### config.mk
export PLATFORM = sky130hd
export DESIGN_NAME = wdog_prescaled
export DESIGN_NICKNAME = d
export VERILOG_FILES = /design/src/rtl/wdog_pkg.sv /design/src/rtl/wdog_tick_gen.sv /design/src/rtl/wdog_down_counter.sv /design/src/rtl/wdog_alarm.sv /design/src/rtl/wdog_prescaled.sv
export SDC_FILE = /design/constraint.sdc
export NUM_CORES = 1
export LEC_CHECK = 0
export ABC_CLOCK_PERIOD_IN_PS = 3500
export BUFFER_PORTS_ARGS = -buffer_cell sky130_fd_sc_hd__buf_2
export CORE_MARGIN = 4
export CORE_UTILIZATION = 29
export CTS_CLUSTER_SIZE = 20
export DETAILED_ROUTE_END_ITERATION = 7
export PLACE_DENSITY = 0.54
export SYNTH_ARGS = -nofsm -noshare
export SYNTH_HDL_FRONTEND = slang
export SYNTH_SLANG_ARGS = --single-unit
### constraint.sdc
create_clock -name clk_i -period 3.5 [get_ports clk_i]
set_input_delay 1.05 -clock clk_i [delete_from_list [all_inputs] [get_ports clk_i]]
set_output_delay 1.05 -clock clk_i [all_outputs]
set_load 0.02 [all_outputs]
### src/rtl/wdog_pkg.sv
package wdog_pkg;
  localparam int PRE_W    = 8;
  localparam int DIVSEL_W = 2;

  localparam logic [7:0] OFF_CTRL   = 8'h00;
  localparam logic [7:0] OFF_RELOAD = 8'h04;
  localparam logic [7:0] OFF_COUNT  = 8'h08;

  localparam int B_RST_EN = 0;
  localparam int B_IRQ_EN = 2;
  localparam int B_DIV_LO = 3;
  localparam int B_RUN    = 5;
  localparam int B_PRE_LO = 8;

  typedef struct packed {
    logic [PRE_W-1:0]    pre;
    logic                run;
    logic [DIVSEL_W-1:0] div_sel;
    logic                irq_en;
    logic                rst_en;
  } ctrl_t;

  function automatic ctrl_t ctrl_unpack(input logic [31:0] w);
    ctrl_t c;
    c.pre     = w[B_PRE_LO +: PRE_W];
    c.run     = w[B_RUN];
    c.div_sel = w[B_DIV_LO +: DIVSEL_W];
    c.irq_en  = w[B_IRQ_EN];
    c.rst_en  = w[B_RST_EN];
    return c;
  endfunction

  function automatic logic [31:0] ctrl_pack(input ctrl_t c);
    logic [31:0] w;
    w = '0;
    w[B_PRE_LO +: PRE_W]    = c.pre;
    w[B_RUN]                = c.run;
    w[B_DIV_LO +: DIVSEL_W] = c.div_sel;
    w[B_IRQ_EN]             = c.irq_en;
    w[B_RST_EN]             = c.rst_en;
    return w;
  endfunction
endpackage

### src/rtl/wdog_tick_gen.sv
module wdog_tick_gen #(
  parameter int PRE_W        = 8,
  parameter int DIVSEL_W     = 2,
  parameter int DIV_MIN_LOG2 = 4
) (
  input  logic                clk_i,
  input  logic                rst_ni,
  input  logic                run_i,
  input  logic                restart_i,
  input  logic [PRE_W-1:0]    pre_i,
  input  logic [DIVSEL_W-1:0] div_sel_i,
  output logic                tick_o
);
  localparam int DIVC_W = DIV_MIN_LOG2 + (1 << DIVSEL_W) - 1;

  logic [PRE_W-1:0]  pre_q, pre_d;
  logic [DIVC_W-1:0] div_q, div_d;
  logic [DIVC_W-1:0] div_lim;
  logic              pre_hit;

  // last phase value of the selected fixed divider
  always_comb begin
    div_lim = '0;
    for (int k = 0; k < (1 << DIVSEL_W); k++) begin
      if (div_sel_i == DIVSEL_W'(k))
        div_lim = DIVC_W'((1 << (DIV_MIN_LOG2 + k)) - 1);
    end
  end

  assign pre_hit = run_i && (pre_q == pre_i);
  assign tick_o  = pre_hit && (div_q == div_lim);

  always_comb begin
    pre_d = pre_q;
    div_d = div_q;
    if (restart_i || !run_i) begin
      pre_d = '0;
      div_d = '0;
    end else if (pre_hit) begin
      pre_d = '0;
      div_d = (div_q == div_lim) ? '0 : div_q + 1'b1;
    end else begin
      pre_d = pre_q + 1'b1;
    end
  end

  always_ff @(posedge clk_i or negedge rst_ni) begin
    if (!rst_ni) begin
      pre_q <= '0;
      div_q <= '0;
    end else begin
      pre_q <= pre_d;
      div_q <= div_d;
    end
  end
endmodule

### src/rtl/wdog_down_counter.sv
module wdog_down_counter #(
  parameter int              CNT_W   = 16,
  parameter logic [CNT_W-1:0] CNT_RST = 16'h8000
) (
  input  logic             clk_i,
  input  logic             rst_ni,
  input  logic             tick_i,
  input  logic             load_i,
  input  logic [CNT_W-1:0] load_val_i,
  input  logic [CNT_W-1:0] reload_val_i,
  output logic [CNT_W-1:0] cnt_o,
  output logic             expire_o
);
  logic [CNT_W-1:0] cnt_q, cnt_d;
  logic             at_zero;

  assign at_zero  = (cnt_q == '0);
  assign expire_o = tick_i && !load_i && at_zero;
  assign cnt_o    = cnt_q;

  always_comb begin
    cnt_d = cnt_q;
    if (load_i)
      cnt_d = load_val_i;
    else if (tick_i)
      cnt_d = at_zero ? reload_val_i : cnt_q - 1'b1;
  end

  always_ff @(posedge clk_i or negedge rst_ni) begin
    if (!rst_ni) cnt_q <= CNT_RST;
    else         cnt_q <= cnt_d;
  end
endmodule

### src/rtl/wdog_alarm.sv
module wdog_alarm #(
  parameter int RST_PULSE = 128
) (
  input  logic clk_i,
  input  logic rst_ni,
  input  logic expire_i,
  input  logic rst_en_i,
  input  logic irq_en_i,
  input  logic irq_clr_i,
  output logic sys_rst_o,
  output logic irq_o
);
  localparam int PC_W = $clog2(RST_PULSE + 1);

  logic [PC_W-1:0] pulse_q, pulse_d;
  logic            irq_q, irq_d;

  always_comb begin
    pulse_d = pulse_q;
    if (expire_i && rst_en_i)
      pulse_d = PC_W'(RST_PULSE);
    else if (pulse_q != '0)
      pulse_d = pulse_q - 1'b1;

    irq_d = irq_q;
    if (irq_clr_i)
      irq_d = 1'b0;
    else if (expire_i && irq_en_i)
      irq_d = 1'b1;
  end

  always_ff @(posedge clk_i or negedge rst_ni) begin
    if (!rst_ni) begin
      pulse_q <= '0;
      irq_q   <= 1'b0;
    end else begin
      pulse_q <= pulse_d;
      irq_q   <= irq_d;
    end
  end

  assign sys_rst_o = (pulse_q != '0);
  assign irq_o     = irq_q;
endmodule

### src/rtl/wdog_prescaled.sv
module wdog_prescaled
  import wdog_pkg::*;
#(
  parameter int               ADDR_W       = 8,
  parameter int               CNT_W        = 16,
  parameter int               RST_PULSE    = 128,
  parameter int               DIV_MIN_LOG2 = 4,
  parameter logic [31:0]      CTRL_RST     = 32'h0000_8021,
  parameter logic [CNT_W-1:0] CNT_RST      = 16'h8000
) (
  input  logic              clk_i,
  input  logic              rst_ni,
  input  logic [ADDR_W-1:0] bus_addr_i,
  input  logic              bus_we_i,
  input  logic [31:0]       bus_wdata_i,
  output logic [31:0]       bus_rdata_o,
  output logic              sys_rst_o,
  output logic              irq_o
);
  ctrl_t            ctrl_q, ctrl_d;
  logic [CNT_W-1:0] reload_q, reload_d;
  logic [CNT_W-1:0] cnt;
  logic             wr_ctrl, wr_reload, wr_cnt;
  logic             tick, expire;

  assign wr_ctrl   = bus_we_i && (bus_addr_i == ADDR_W'(OFF_CTRL));
  assign wr_reload = bus_we_i && (bus_addr_i == ADDR_W'(OFF_RELOAD));
  assign wr_cnt    = bus_we_i && (bus_addr_i == ADDR_W'(OFF_COUNT));

  always_comb begin
    ctrl_d   = wr_ctrl   ? ctrl_unpack(bus_wdata_i) : ctrl_q;
    reload_d = wr_reload ? bus_wdata_i[CNT_W-1:0]  : reload_q;
  end

  always_ff @(posedge clk_i or negedge rst_ni) begin
    if (!rst_ni) begin
      ctrl_q   <= ctrl_unpack(CTRL_RST);
      reload_q <= CNT_RST;
    end else begin
      ctrl_q   <= ctrl_d;
      reload_q <= reload_d;
    end
  end

  always_comb begin
    bus_rdata_o = '0;
    if (bus_addr_i == ADDR_W'(OFF_CTRL))
      bus_rdata_o = ctrl_pack(ctrl_q);
    else if (bus_addr_i == ADDR_W'(OFF_RELOAD))
      bus_rdata_o = 32'(reload_q);
    else if (bus_addr_i == ADDR_W'(OFF_COUNT))
      bus_rdata_o = 32'(cnt);
  end

  wdog_tick_gen #(
    .PRE_W(PRE_W), .DIVSEL_W(DIVSEL_W), .DIV_MIN_LOG2(DIV_MIN_LOG2)
  ) u_tick (
    .clk_i(clk_i), .rst_ni(rst_ni),
    .run_i(ctrl_q.run), .restart_i(wr_ctrl),
    .pre_i(ctrl_q.pre), .div_sel_i(ctrl_q.div_sel),
    .tick_o(tick)
  );

  wdog_down_counter #(.CNT_W(CNT_W), .CNT_RST(CNT_RST)) u_cnt (
    .clk_i(clk_i), .rst_ni(rst_ni),
    .tick_i(tick), .load_i(wr_cnt),
    .load_val_i(bus_wdata_i[CNT_W-1:0]), .reload_val_i(reload_q),
    .cnt_o(cnt), .expire_o(expire)
  );

  wdog_alarm #(.RST_PULSE(RST_PULSE)) u_alarm (
    .clk_i(clk_i), .rst_ni(rst_ni),
    .expire_i(expire), .rst_en_i(ctrl_q.rst_en), .irq_en_i(ctrl_q.irq_en),
    .irq_clr_i(wr_cnt),
    .sys_rst_o(sys_rst_o), .irq_o(irq_o)
  );
endmodule

==> results of run 1 <==
## power groups by stage
stage          Combinational [mW]  Clock, mW  Sequential, mW
6_report                    0.168      0.855           0.870
5_1_grt                     0.189      0.923           0.875
4_1_cts                     0.171      0.883           0.870
3_5_place_dp                0.170          0           0.884
3_3_place_gp                0.167          0           0.882
2_1_floorplan               0.119          0           0.870
## per-layer routing
| metal | up-vias | part of all wire (%) | global-route usage [%] |
|---|---|---|---|
| met3 | 6 | 4.9 | 4.348 |
| met5 | - | 0 | 0 |
| met1 | 1661 | 46 | 18.59 |
| met4 | 0 | 0.72 | 3.533 |
| met2 | 76 | 48 | 23.23 |
| li1 | 1637 | - | - |
## cell type report
type / instances / share of cell area [%]
Clock inverter: 4 / 0.4677
Tap cell: 180 / 4.677
Multi-Input combinational cell: 343 / 45.26
Clock buffer: 12 / 5.326
Sequential cell: 69 / 35.98
Timing Repair Buffer: 58 / 7.275
Inverter: 13 / 1.013
## cells by family (layout without fill, tap and decap cells)
| logic type | Yosys count | in the layout | synth area share [%] |
|---|---|---|---|
| other | 1 | 16 | 0.09066 |
| AOI/OAI and AO/OA | 79 | 79 | 11.83 |
| and+or+nand+nor | 172 | 172 | 20.48 |
| adders and majority gates | 5 | 5 | 1.512 |
| muxes | 45 | 45 | 11.71 |
| buffers and inverters | 51 | 87 | 6.987 |
| xor gates and xnor gates | 26 | 26 | 5.505 |
| DFF | 69 | 69 | 41.89 |
## stage by stage
stage	setup slack (ps)	total power [mW]	instance area (um^2)
3_3_place_gp	80.29	1.049	4528
6_report	210.2	1.894	4816
2_1_floorplan	110.8	0.9891	4193
5_1_grt	74.87	1.987	4816
4_1_cts	19.72	1.923	4807
3_5_place_dp	18.15	1.054	4528
## worst min-delay path, cell delays in order (launching register included)
cell and delay, ps:
dfrtp_1 350, a31oi_1 40, nor2_1 80
## flip-flops by register name, indices dropped and copies added, names as in the netlist
name	flops
u_cnt.cnt_o	16
ctrl_q	13
reload_q	16
u_tick.pre_q	8
u_tick.div_q	7
u_alarm.irq_o	1
u_alarm.pulse_q	8
## cells in the final DEF, fill, tap and decap left out, types with 12 or more instances in the layout
master	Yosys	routed
nand2_1	28	27
nor2_1	69	69
nand3_1	17	17
mux2_2	27	27
xnor2_1	16	16
buf_2	6	44
nor3_1	13	13
a21oi_1	21	21
o21ai_0	15	15
conb_1	1	16
inv_1	13	13
buf_4	16	12
mux2i_1	18	18
dfrtp_1	64	64
## worst paths after layout
path                       slack (ps)  cells after the start            endpoint
setup / recovery                  210                      6     bus_rdata_o[10]
hold / removal                    510                      2       u_alarm.irq_o
setup reg to reg                  880                      6  u_alarm.pulse_q[6]
hold reg to reg                   510                      2       u_alarm.irq_o
max in group asynchronous        1990                      2          ctrl_q[12]
min in group asynchronous         780                      1         reload_q[2]
==> flow_summary.toml, run 1 <==
[status]
status = "finished clean"

[sta]
period_share_pct = 93.99
fin_hold_ws_ps = 512.0
setup-violations-final = 0
rsz0062_at_grt = "false"
slew_headroom_pct = 47.26
worst_slew_pin_slew_ps = 785.9
min_period_ps = 3290
maxSlewViolCount = 0
skew_ps = 5.585
final-hold-violation-count = 0
tns_ps = 0
max_freq_ghz = 0.3040

[logic_synthesis]
synth.largest_area_cell = "dfrtp_1"
synthCells = 448
synth_common_cells = "69 x nor2_1, 64 x dfrtp_1, 28 x nand2_1"
yosys.cell_count.top_type = "nor2_1"
yosys_most_used_dff = "dfrtp_1"
avgSynthCellArea_um2 = 9.233
yosys-top-cells-area = "dfrtp_1 39%, mux2_2 7.4%, nor2_1 6.3%"
synth.distinct_cells = 50
synthArstFlopShare_pct = 100.0
synth_top_area_share_pct = 38.72
ys_ff_latch = 69
ys_seq_area_share_pct = 41.89
synth_edf_count = 0
syn_area_um2 = 4136
yosys_warnings = 0

[final_layout]
fillers = 1437
seq_area_um2 = 1733
drive_above_1_share_pct = 22.85
fin_util_pct = 34.56
final_cells = 679
syn_to_final_growth_pct = 16.42
num_antenna_cells = 0
multiInputGateArea_um2 = 2180
fin_nets = 542

[power]
intPower_mw = 1.414
switching_share_pct = 25.31
powerDensity_nw_per_um2 = 393.2
netSwitchingPower_mw = 0.4792
p_clk_share_pct = 45.2
pwr-share-comb_pct = 8.9
p_leak_nw = 2.180
ir_worst_vdd_uv = 249.9
seqPwrFrac_pct = 45.9

[clock_network]
holdBufCountCts = 0
clockBufferDepth = 2
cts_root_buf = "clkbuf_16"
clk_latency_ps = 340
h-tree-depth = 3
cts_buffers = 9
post_cts_resized = 0
path_clk_slew_ps = 60
postCtsSetupBuffers = 0
numClockSinks = 69
tritoncts = "built"

[route]
route.vias.total = 3380
drc = 0
vias_per_cell = 4.978
routed_wl_mm = 11.14
detail-route-antenna-nets = 0
drt_iter0_markers = 175
drtPass1Iterations = 4
routedWlPerCell_um = 16.40

[worst_setup_path]
worstPathMaxFanout = 7
cp-end-kind = "output pin"
slowest_stage = "nor4_2"
crit_start = "bus_addr_i[5]"
crit_chain = "buf_2 -> nor4_2 -> nand2_2 -> buf_4 -> nor2_1 -> buf_2"
start_kind = "input port"
crit_family = "simple AND/OR/NAND/NOR gates"
path_buf_inv = 3
critPathKind = "input port to output pin"
cp_common_cell = "buf_2"
critPathArrivalTime_ps = 2240
cpPeakStageDelay_ps = 360
crit_required_ps = 2450
reg2reg_from = "u_cnt.cnt_o[5]"

[global_route]
grt_usage_pct = 14.28
antenna_found_initial = 0
grt_first_pass_wirelength_mm = 18.20
grt_pass1_vias = 3407
grt_remaining_overflow = 0
grt_max_degree = 40

[die]
core_area_um2 = 13930
io_pins = 77
die_w_um = 127.4
fp-row-count = 43
die_height_um = 127.4
die_area_um2 = 16240
start_util_pct = 29.68

[place]
hpwl_mm = 8.033
gp_congestion = 0.7943
placed_cells = 663
io_buffers = 44

[job]
drv_cap = 0

[worst_hold_path]
hp-class = "flip-flop to flip-flop"
hold_path.startpoint = "u_alarm.irq_o"
Power figures use the tool's default switching activity.
==> run 2, diff against run 1 <==
Settings changed: PLACE_DENSITY 0.54 to default, PLACE_DENSITY_LB_ADDON from default to 0.12, RECOVER_POWER from default to 25.
==> run 2 against run 1 <==
The run now ends with capacitance limit, slew limit left. Setup slack got worse by 100 ps. Sequential cell count did not move. Register-to-register slack lost 20 ps. Die area is the same. Final cell count unchanged. Sequential power hardly changed. Clock-buffer cell count unchanged. Sequential share of layout area is 0.20 points lower. Global-route usage rose by 0.52 points. Clock power is 9.0% higher. Critical path depth unchanged. Critical endpoint is now bus_rdata_o[14]. Largest cell class unchanged. Largest power group is now the clock network.
==> flow_summary.toml, run 2 (synthesized netlist as in run 1, its figures left out) <==
[power]
power_mw = 1.972
ir_worst_vdd_uv = 198.6
powerDensity_nw_per_um2 = 407.2
p_leak_nw = 2.189

[final_layout]
fillers = 1440
syn_to_final_growth_pct = 17.09
multiInputGateArea_um2 = 2171
drive_above_1_share_pct = 22.24
final_common_cell = "nor2_1"
final_cell_mix = "69 x nor2_1, 64 x dfrtp_1, 43 x buf_2, 28 x nand2_1, 27 x mux2_2"
num_antenna_cells = 0
seq_area_um2 = 1733
final_cells = 679
fin_nets = 542

[sta]
maxSlewViolCount = 30
setup-violations-final = 0
max_freq_ghz = 0.2947
skew_ps = 7.750
period_share_pct = 96.96
rsz0062_at_grt = "false"
fin_hold_ws_ps = 515.7
tns_ps = 0
min_period_ps = 3393
worst_slew_pin_slew_ps = 1789
final-hold-violation-count = 0
slew_headroom_pct = -19.30

[clock_network]
holdBufCountCts = 0
cts_root_buf = "clkbuf_16"
clk_latency_ps = 330
tritoncts = "built"
cts_buffers = 9
numClockSinks = 69
post_cts_resized = 0
h-tree-depth = 3
path_clk_slew_ps = 50
clockBufferDepth = 2

[worst_setup_path]
critPathKind = "input port to output pin"
critPathArrivalTime_ps = 2340
crit_required_ps = 2450
cp-end-kind = "output pin"
start_kind = "input port"
worstPathMaxFanout = 3

[die]
die_area_um2 = 16240
die_height_um = 127.4
start_util_pct = 29.68
die_w_um = 127.4
io_pins = 77
core_area_um2 = 13930
fp-row-count = 43

[global_route]
grt_remaining_overflow = 0
grt_pass1_vias = 3377
antenna_found_initial = 0
grt_usage_pct = 14.80
grt_first_pass_wirelength_mm = 18.71
grt_max_degree = 41

[route]
route.vias.total = 3349
wl_met1_mm = 5.455
wl_met2_mm = 5.215
wl_met3_um = 595
drt_iter0_markers = 153
detail-route-antenna-nets = 0
routed_wl_mm = 11.44
drc = 0
drtPass1Iterations = 4
vias_per_cell = 4.932
top_layer = "met4"
routedWlPerCell_um = 16.84

[status]
violations = "capacitance limit, slew limit"
status = "complete, but fails checks"

[place]
io_buffers = 44
gp_congestion = 0.7428
placed_cells = 662
hpwl_mm = 8.195

[worst_hold_path]
hp-class = "flip-flop to flip-flop"

[job]
drv_cap = 1
==> run 2: metal layers <==
layer  vias up  global-route usage (%)
met5         -                       0
met3        12                   3.554
met2        72                   23.35
li1       1637                       -
met1      1628                   20.33
met4         0                   3.975
==> run 2: per-stage QoR <==
stage                     worst slack [ps]  util, %  instance area (um^2)
after CTS                            42.84    34.71                  4837
after global routing                 21.40    34.76                  4843
after global placement               128.5    32.53                  4533
after floorplan                      110.8        -                  4193
after detailed placement             52.82    32.53                  4533
final                                106.6    34.76                  4843
==> run 2: path summary, 6_finish.rpt <==
| path | start | end | slack (ps) | cells past startpoint |
|---|---|---|---|---|
| max | bus_addr_i[5] | bus_rdata_o[14] | 110 | 6 |
| min | u_tick.div_q[1] | u_tick.div_q[1] | 520 | 2 |
| max reg2reg | ctrl_q[11] | u_alarm.pulse_q[3] | 860 | 6 |
| min reg2reg | u_tick.div_q[1] | u_tick.div_q[1] | 520 | 2 |
| max in group asynchronous | rst_ni | u_tick.div_q[4] | 1270 | 1 |
| min in group asynchronous | rst_ni | u_alarm.irq_o | 1200 | 1 |
==> run 2: worst max-delay path, cell delays in order <==
cell and delay (ps):
buf_2 90, nor4_1 430, nand2_1 190, buf_4 200, nor2_1 170, buf_2 200
==> run 2: area by class of cell <==
cell class | count | area share (%)
timing repair buffer | 58 | 7.466
clock inverter | 4 | 0.9817
clock buffer | 12 | 5.296
multi-input combinational | 343 | 44.82
inverter | 13 | 1.007
tap | 180 | 4.650
sequential | 69 | 35.78
==> run 2: repair_timing <==
action | in CTS | in global routing
setup endpoints to repair | 0 | 12
hold endpoints to repair | 0 | 0
setup buffers | 0 | 1
==> run 2: power by group <==
group / internal, mW / switching (mW)
logic: 0.0696 / 0.100
clock network: 0.588 / 0.344
registers: 0.831 / 0.0396
total: 1.49 / 0.483
==> run 3, diff against run 2 <==
Settings changed: ABC_AREA from default to 1.
==> run 3 against run 2 <==
The run still ends with capacitance limit, slew limit left. Final area rose by 12%. Final cell count grew 36%. Clock skew rose by 2.4 ps. Sequential power down 2%.
==> flow_summary.toml, run 3 <==
[place]
hpwl_mm = 10.01
io_buffers = 44
placed_cells = 907
gp_congestion = 0.8888

[die]
die_w_um = 134.8
fp-row-count = 46
die_area_um2 = 18160
io_pins = 77
core_area_um2 = 15830
die_height_um = 134.8
start_util_pct = 29.44

[clock_network]
numClockSinks = 69
cts_buffers = 9
h-tree-depth = 3
clk_latency_ps = 350
clockBufferDepth = 2
path_clk_slew_ps = 60
postCtsSetupBuffers = 0
tritoncts = "built"
cts_root_buf = "clkbuf_16"

[logic_synthesis]
synth_top_area_share_pct = 34.37
ys_ff_latch = 69
synth_edf_count = 0
yosys-top-cells-area = "dfrtp_1 34%, nand2_1 16%, nand3_1 6.2%"
synthCells = 650
synth_common_cells = "204 x nand2_1, 77 x inv_1, 64 x dfrtp_1"
yosys.cell_count.top_type = "nand2_1"
synth.distinct_cells = 43
avgSynthCellArea_um2 = 7.168
yosys_warnings = 0
synthArstFlopShare_pct = 100.0
synth.largest_area_cell = "dfrtp_1"
ys_seq_area_share_pct = 37.19
syn_area_um2 = 4659
yosys_most_used_dff = "dfrtp_1"

[global_route]
grt_first_pass_wirelength_mm = 22.39
grt_usage_pct = 15.83
grt_pass1_vias = 4247
grt_remaining_overflow = 0
grt_max_degree = 70
antenna_found_initial = 0

[route]
routed_wl_mm = 13.31
drt_iter0_markers = 197
routedWlPerCell_um = 14.42
vias_per_cell = 4.510
route.vias.total = 4163
detail-route-antenna-nets = 0
drc = 0
drtPass1Iterations = 5

[sta]
fin_hold_ws_ps = 486.2
skew_ps = 10.18
tns_ps = 0
worst_slew_pin_slew_ps = 1820
slew_headroom_pct = -21.31
maxSlewViolCount = 70
final-hold-violation-count = 0
period_share_pct = 96.73
max_freq_ghz = 0.2954
min_period_ps = 3385
rsz0062_at_grt = "false"
setup-violations-final = 0

[final_layout]
final_common_cell = "nand2_1"
syn_to_final_growth_pct = 16.57
num_antenna_cells = 0
fin_nets = 750
drive_above_1_share_pct = 20.37
final_cells = 923
fin_util_pct = 34.32
final_cell_mix = "203 x nand2_1, 77 x inv_1, 64 x dfrtp_1, 58 x nand3_1, 45 x nor2_1"

[worst_setup_path]
crit_required_ps = 2450
worstPathMaxFanout = 5
critPathKind = "input port to output pin"
cp_common_cell = "buf_2"
critPathArrivalTime_ps = 2340
slowest_stage = "buf_2"
crit_start = "bus_addr_i[1]"
reg2reg_from = "u_cnt.cnt_o[0]"
cpPeakStageDelay_ps = 220
crit_chain = "buf_2 -> nor2_1 -> inv_1 -> nor3_1 -> nand2_2 -> buf_4 -> o221ai_1 -> buf_2"
cp-end-kind = "output pin"
start_kind = "input port"

[job]
drv_cap = 1

[power]
p_leak_nw = 2.721
powerDensity_nw_per_um2 = 414.2
ir_worst_vdd_uv = 212.6
power_mw = 2.250

[status]
violations = "capacitance limit, slew limit"
status = "complete, but fails checks"

[worst_hold_path]
hold_path.startpoint = "reload_q[3]"
hp-class = "flip-flop to flip-flop"
[run 3: final cells by class]
| class | instances | area (um^2) |
|---|---|---|
| clock buffer | 13 | 270.3 |
| clock inverter | 3 | 42.54 |
| fill | 1732 | 10400 |
| inverter | 91 | 345.3 |
| multi-input combinational | 477 | 2452 |
| sequential | 69 | 1733 |
| tap | 216 | 270.3 |
| timing repair buffer | 54 | 317.8 |
[run 3: cells by family (layout without fill, tap and decap cells)]
family          after synthesis  count (layout)  share of synthesized area, %
simple gates                378             378                         39.58
buf+inv                     119             161                         11.44
flops                        69              69                         37.19
compound gates               67              67                         8.298
xor+xnor                     11              11                         2.068
fa+ha+maj                     5               5                         1.343
other cells                   1              16                       0.08048
[run 3: final timing paths]
path                                    to  slack, ps  cells past startpoint
hold reg to reg                reload_q[3]        490                      2
setup reg to reg            u_cnt.cnt_o[9]       1630                     11
min in group asynchronous     reload_q[10]       1290                      2
setup / recovery           bus_rdata_o[15]        110                      8
hold / removal                 reload_q[3]        490                      2
max in group asynchronous  u_tick.pre_q[0]       1140                      2
[run 3: what timing repair did]
item,CTS,global route
hold buffers,0,0
endpoints found under the setup margin,0,3
resized for setup,0,2
endpoints found under the hold margin,0,0
[run 3: worst max-delay path: cells and delay by family]
kind / cells / cell delay (ps)
AND/OR/NAND/NOR: 3 / 490
AO/OA/AOI/OAI: 1 / 210
buffers and inverters: 4 / 590
[run 3: report_power, final]
part           switching [mW]  internal, mW  total (mW)
clock network           0.358         0.609       0.968
logic                   0.293         0.133       0.426
registers              0.0298         0.826       0.856
[run 3: routing by layer]
metal / track usage, % / up-vias / share of wire, %
met5: 0 / - / 0
met4: 5.713 / 0 / 1.6
met3: 2.608 / 14 / 3.5
met2: 26.54 / 61 / 48
met1: 20.62 / 1946 / 47
li1: - / 2142 / -
[run 3: metrics by stage]
step	instance area, um^2	setup slack (ps)
after floorplan	4716	184.4
after global placement	5131	62.99
after detailed placement	5131	76.20
after CTS	5444	69.54
after global routing	5431	1.521
final	5431	114.6
